--- src/rtl/edgeirq_pkg.sv ---
package edgeirq_pkg;
  localparam int ADDR_W = 3;

  typedef enum logic [ADDR_W-1:0] {
    SEL_CAPMODE = 3'd0,
    SEL_MASK    = 3'd1,
    SEL_PEND    = 3'd2,
    SEL_ENABLE  = 3'd3,
    SEL_CLEAR   = 3'd4,
    SEL_OUTMODE = 3'd5,
    SEL_SWREQ_A = 3'd6,
    SEL_SWREQ_B = 3'd7
  } reg_sel_e;
endpackage

--- src/rtl/edgeirq_regs.sv ---
module edgeirq_regs
  import edgeirq_pkg::*;
#(
  parameter int NUM_CH = 8,
  parameter int DATA_W = 32
) (
  input  logic              clk,
  input  logic              rst,
  input  logic              wr_en,
  input  logic              rd_en,
  input  logic [ADDR_W-1:0] addr,
  input  logic [DATA_W-1:0] wdata,
  input  logic [NUM_CH-1:0] status,
  output logic [DATA_W-1:0] rdata,
  output logic [NUM_CH-1:0] edge_sel,
  output logic [NUM_CH-1:0] mask,
  output logic [NUM_CH-1:0] enable,
  output logic [NUM_CH-1:0] out_mode,
  output logic [1:0]        sw_req,
  output logic [NUM_CH-1:0] clr_vec
);
  reg_sel_e sel;
  logic [DATA_W-1:0] rd_mux;

  assign sel     = reg_sel_e'(addr);
  assign clr_vec = (wr_en && sel == SEL_CLEAR) ? wdata[NUM_CH-1:0] : '0;

  always_ff @(posedge clk) begin
    if (rst) begin
      edge_sel <= '0;
      mask     <= '0;
      enable   <= '0;
      out_mode <= '0;
      sw_req   <= '0;
    end else if (wr_en) begin
      case (sel)
        SEL_CAPMODE: edge_sel  <= wdata[NUM_CH-1:0];
        SEL_MASK:    mask      <= wdata[NUM_CH-1:0];
        SEL_ENABLE:  enable    <= wdata[NUM_CH-1:0];
        SEL_OUTMODE: out_mode  <= wdata[NUM_CH-1:0];
        SEL_SWREQ_A: sw_req[0] <= wdata[0];
        SEL_SWREQ_B: sw_req[1] <= wdata[0];
        default: ;
      endcase
    end
  end

  always_comb begin
    rd_mux = '0;
    case (sel)
      SEL_CAPMODE: rd_mux[NUM_CH-1:0] = edge_sel;
      SEL_MASK:    rd_mux[NUM_CH-1:0] = mask;
      SEL_PEND:    rd_mux[NUM_CH-1:0] = status;
      SEL_ENABLE:  rd_mux[NUM_CH-1:0] = enable;
      SEL_OUTMODE: rd_mux[NUM_CH-1:0] = out_mode;
      SEL_SWREQ_A: rd_mux[0]          = sw_req[0];
      SEL_SWREQ_B: rd_mux[0]          = sw_req[1];
      default:     rd_mux             = '0;
    endcase
  end

  always_ff @(posedge clk) begin
    if (rst) rdata <= '0;
    else if (rd_en) rdata <= rd_mux;
  end
endmodule

--- src/rtl/edgeirq_capture.sv ---
module edgeirq_capture #(
  parameter int NUM_CH = 8
) (
  input  logic              clk,
  input  logic              rst,
  input  logic [NUM_CH-1:0] raw_vec,
  input  logic [NUM_CH-1:0] edge_sel,
  input  logic [NUM_CH-1:0] mask,
  input  logic [NUM_CH-1:0] clr_vec,
  output logic [NUM_CH-1:0] status
);
  for (genvar g = 0; g < NUM_CH; g++) begin : g_ch
    logic prev_q;
    logic hit;

    assign hit = mask[g] & (edge_sel[g] ? (raw_vec[g] & ~prev_q) : raw_vec[g]);

    always_ff @(posedge clk) begin
      if (rst) begin
        prev_q    <= 1'b0;
        status[g] <= 1'b0;
      end else begin
        prev_q    <= raw_vec[g];
        status[g] <= (status[g] & ~clr_vec[g]) | hit;
      end
    end
  end
endmodule

--- src/rtl/edgeirq_out.sv ---
module edgeirq_out #(
  parameter int NUM_CH = 8
) (
  input  logic              clk,
  input  logic              rst,
  input  logic [NUM_CH-1:0] status,
  input  logic [NUM_CH-1:0] enable,
  input  logic              pulse_mode,
  output logic              irq_out
);
  logic [NUM_CH-1:0] pend;
  logic [NUM_CH-1:0] pend_q;

  assign pend = status & enable;

  always_ff @(posedge clk) begin
    if (rst) begin
      pend_q  <= '0;
      irq_out <= 1'b0;
    end else begin
      pend_q  <= pend;
      irq_out <= pulse_mode ? |(pend & ~pend_q) : |pend;
    end
  end
endmodule

--- src/rtl/edgeirq_ctrl.sv ---
module edgeirq_ctrl
  import edgeirq_pkg::*;
#(
  parameter int NUM_CH  = 8,
  parameter int DATA_W  = 32,
  parameter int SW_A_CH = 0,
  parameter int SW_B_CH = 1
) (
  input  logic              clk,
  input  logic              rst,
  input  logic [NUM_CH-1:0] irq_in,
  input  logic              wr_en,
  input  logic              rd_en,
  input  logic [ADDR_W-1:0] addr,
  input  logic [DATA_W-1:0] wdata,
  output logic [DATA_W-1:0] rdata,
  output logic              irq_out
);
  logic [NUM_CH-1:0] edge_sel, mask, enable, out_mode, clr_vec, status;
  logic [NUM_CH-1:0] sw_vec, raw_vec;
  logic [1:0]        sw_req;
  logic              pulse_mode;

  for (genvar i = 0; i < NUM_CH; i++) begin : g_sw
    assign sw_vec[i] = ((i == SW_A_CH) && sw_req[0]) || ((i == SW_B_CH) && sw_req[1]);
  end

  assign raw_vec    = irq_in | sw_vec;
  assign pulse_mode = |out_mode;

  edgeirq_regs #(.NUM_CH(NUM_CH), .DATA_W(DATA_W)) regs_i (
    .clk(clk), .rst(rst), .wr_en(wr_en), .rd_en(rd_en), .addr(addr),
    .wdata(wdata), .status(status), .rdata(rdata), .edge_sel(edge_sel),
    .mask(mask), .enable(enable), .out_mode(out_mode), .sw_req(sw_req),
    .clr_vec(clr_vec)
  );

  edgeirq_capture #(.NUM_CH(NUM_CH)) cap_i (
    .clk(clk), .rst(rst), .raw_vec(raw_vec), .edge_sel(edge_sel),
    .mask(mask), .clr_vec(clr_vec), .status(status)
  );

  edgeirq_out #(.NUM_CH(NUM_CH)) out_i (
    .clk(clk), .rst(rst), .status(status), .enable(enable),
    .pulse_mode(pulse_mode), .irq_out(irq_out)
  );
endmodule

--- config.mk ---
export PLATFORM = sky130hd
export DESIGN_NAME = edgeirq_ctrl
export DESIGN_NICKNAME = d
export VERILOG_FILES = /design/src/rtl/edgeirq_pkg.sv /design/src/rtl/edgeirq_regs.sv /design/src/rtl/edgeirq_capture.sv /design/src/rtl/edgeirq_out.sv /design/src/rtl/edgeirq_ctrl.sv
export SDC_FILE = /design/constraint.sdc
export NUM_CORES = 1
export LEC_CHECK = 0
export ABC_AREA = 1
export CAP_MARGIN = 25
export CELL_PAD_IN_SITES_DETAIL_PLACEMENT = 1
export CELL_PAD_IN_SITES_GLOBAL_PLACEMENT = 1
export CORE_ASPECT_RATIO = 2
export CORE_MARGIN = 4
export CORE_UTILIZATION = 24
export CTS_CLUSTER_SIZE = 28
export DETAILED_ROUTE_END_ITERATION = 12
export DONT_BUFFER_PORTS = 1
export MAX_ROUTING_LAYER = met4
export PLACE_DENSITY_LB_ADDON = 0.1
export SLEW_MARGIN = 20
export SYNTH_ARGS = -nofsm -noshare
export SYNTH_HDL_FRONTEND = slang
export SYNTH_SLANG_ARGS = --single-unit
export TNS_END_PERCENT = 20
--- constraint.sdc ---
create_clock -name clk -period 1.85 [get_ports clk]
set_clock_uncertainty 0.1 [all_clocks]
set_input_delay 0.37 -clock clk [delete_from_list [all_inputs] [get_ports clk]]
set_output_delay 0.37 -clock clk [all_outputs]
set_load 0.1 [all_outputs]
==> summary.txt <==
Outcome
  – Status: finished, final reports clean

Power
  – Pwr/cell area: 1030 mW/mm²
  – Maximum vdd drop: 0.429 mV
  – Total chip power: 0.00358 W
  – LEAKAGE: 1.45 nW

CTS
  – Clock-pin slew on the worst setup and hold paths: 0.05 ns
  – Root Driver: clkbuf_16
  – CTS tree: yes
  – Skew-Pair Late Insertion Delay: 0.33 ns
  – Maximum root-to-sink buffer count: 2
  – Clk sinks: 67
  – Post-CTS setup buffer count: 0
  – Post-cts repair resize count: 0
  – Total CTS buffers: 9
  – H-Tree Level Count: 3

Yosys
  – Async S/R FF share, synth: 0
  – #FFs+latches synth: 67
  – Netlist cell types: 20
  – Ys flop type: dfxtp_1
  – Cell Area, Synth: 0.00304 mm²
  – Gate Count Post-Synth: 425
  – Yosys warns: 0
  – Sequential area share after synthesis: 0.442
  – Post-Syn Area per Cell: 7.14 µm²
  – EDFF count, synth: 0

Setup path
  – CP cell instances: buf_4
  – CP peak stage delay: 0.33 ns
  – CP required: 1.38 ns
  – CP arrival: 0.96 ns
  – Max FO, Critical Path: 2
  – Crit path kind: flop to output pin
  – CP Capture Type: output pin
  – Crit path max-delay family: flip-flops
  – Worst setup SP type: flop
  – CP Buf/Inv Count: 1
  – Slowest CP cell: dfxtp_1

Global routing
  – Largest net degree at the start of global routing: 35
  – Initial antenna violation count: 0
  – GRT overflow: 0
  – GRT busiest layer: met2
  – First-pass GRT wire length: 15900 µm
  – Met3 GRT Util: 0.0356
  – M1 GR Usage: 0.160
  – Tot GR Track Use: 0.151
  – Vias in the first global route: 2824
  – GR Util met2: 0.262

Finish
  – Share of cells above drive strength 1: 0.106
  – NumNets Final: 485
  – Final-layout fill cell count: 1550
  – Most frequent cells in the layout: nand2_1 (81), dfxtp_1 (67), a21oi_1 (52), inv_1 (46), nor2_1 (40)
  – Final antenna diode count: 0
  – Most common cell after layout, fill and taps aside: nand2_1
  – Fin cells: 590
  – P&R area growth vs syn: 15.1%

Timing
  – Worst hold slack: 0.0371 ns
  – Unrepaired setup endpoints after global routing: no
  – Max Freq: 701 MHz
  – Final Max Tran Viols: 0
  – Fin crit share: 0.771
  – Final setup TNS: 0 ns
  – Crit path time final: 1.43 ns
  – Hold Fails Final Rpt: 0
  – Final setup vio count: 0
  – Final WS setup: 0.424 ns

Floorplanning
  – Die height: 167 µm
  – Core Area: 0.0123 mm²
  – I/O Pins: 80
  – Num rows: 57
  – Die Span X: 87.5 µm
  – Starting Density: 0.247
  – Die area: 0.0146 mm²

Drt
  – DR vias: 2679
  – WL final: 10100 µm
  – # DRC: 0
  – Initial drt markers: 71
  – WL per Instance: 17.2 µm
  – Vias per Instance: 4.54
  – Antenna-violating nets left: 0
  – Iteration count of the initial detailed-routing pass: 4

Placement
  – Dpl ws: 0.313 ns
  – Routability congestion estimate: 0.756
  – Cells after DPL: 572
  – IO Port Bufs: 0
  – DPL Wire Length: 7200 µm

Job
  – Max-cap violations: 0

Worst hold path
  – Worst hold path class: primary input to flop
==> power breakdown <==
group	switching [W]	leakage [nW]	internal, W	total (W)
combinational	0.000374	0.762	0.0000715	0.000445
clock	0.000656	0.141	0.000970	0.00163
sequential	0.0000239	0.545	0.00149	0.00151
total	0.00105	1.45	0.00253	0.00358
==> cells in the mapped netlist, types with 5 or more instances <==
cell type	instances	area [µm²]
nand2_2	5	31.3
nand3_1	27	135
nand2_1	81	304
buf_4	25	188
o21ai_0	16	80.1
a21oi_1	52	260
clkbuf_1	8	30.0
dfxtp_1	67	1340
o21ai_1	19	95.1
nor2_1	40	150
buf_2	6	30.0
nand4_1	17	106
inv_1	46	173
==> area by class of cell <==
class	instances	area [µm²]	share of cell area
tap	147	184	0.0527
timing repair buffer	20	178	0.0509
clock buffer	11	253	0.0723
clock inverter	5	27.5	0.00788
sequential	67	1340	0.384
multi-input combinational	289	1320	0.378
inverter	51	191	0.0548
==> what timing repair did <==
item,4_1_cts,5_1_grt
hold buffers,2,0
hold endpoints to repair,34,0
setup endpoints to repair,0,0
==> flip-flops by register name, summed over array words and instances, names as in the netlist <==
name               count
cap_i.status           8
regs_i.rdata           8
regs_i.out_mode        8
regs_i.mask            8
regs_i.enable          8
out_i.pend_q           8
out_i.irq_out          1
regs_i.edge_sel        8
cap_i.g_ch.prev_q      8
regs_i.sw_req          2
==> worst register-to-register path, cell delays in order (launching register included) <==
cell	delay [ns]
dfxtp_1	0.36
nand2_1	0.17
o22ai_1	0.19
nor2_1	0.07
nand2_1	0.07
nor2_1	0.04
nor2_1	0.11
==> layer usage <==
layer | wire [µm] | share of wire
met4 | 270 | 0.027
met5 | 0 | 0
met2 | 5330 | 0.53
met3 | 524 | 0.052
met1 | 4020 | 0.40
==> stage by stage <==
stage	util	area, µm²
2_1_floorplan	-	3120
3_3_place_gp	0.259	3180
3_5_place_dp	0.259	3180
4_1_cts	0.285	3490
5_1_grt	0.285	3490
6_report	0.285	3490
==> cell families (layout without fill, tap and decap cells) <==
| family | Yosys count | in the layout | share of synthesized area |
|---|---|---|---|
| flops | 67 | 67 | 0.442 |
| simple gates | 174 | 174 | 0.253 |
| other cells | 1 | 24 | 0.00124 |
| buf+inv | 92 | 87 | 0.152 |
| compound gates | 91 | 91 | 0.152 |
==> worst paths after layout <==
path | start | to | slack [ns] | depth (start not counted)
worst min register to register | regs_i.rdata[4] | regs_i.rdata[4] | 0.36 | 2
worst max-delay path | regs_i.rdata[3] | rdata[3] | 0.42 | 1
worst max register to register | cap_i.status[2] | out_i.irq_out | 0.67 | 6
worst min-delay path | irq_in[2] | cap_i.g_ch[2].prev_q | 0.04 | 2
No activity file was read; power rests on OpenSTA's default activity.
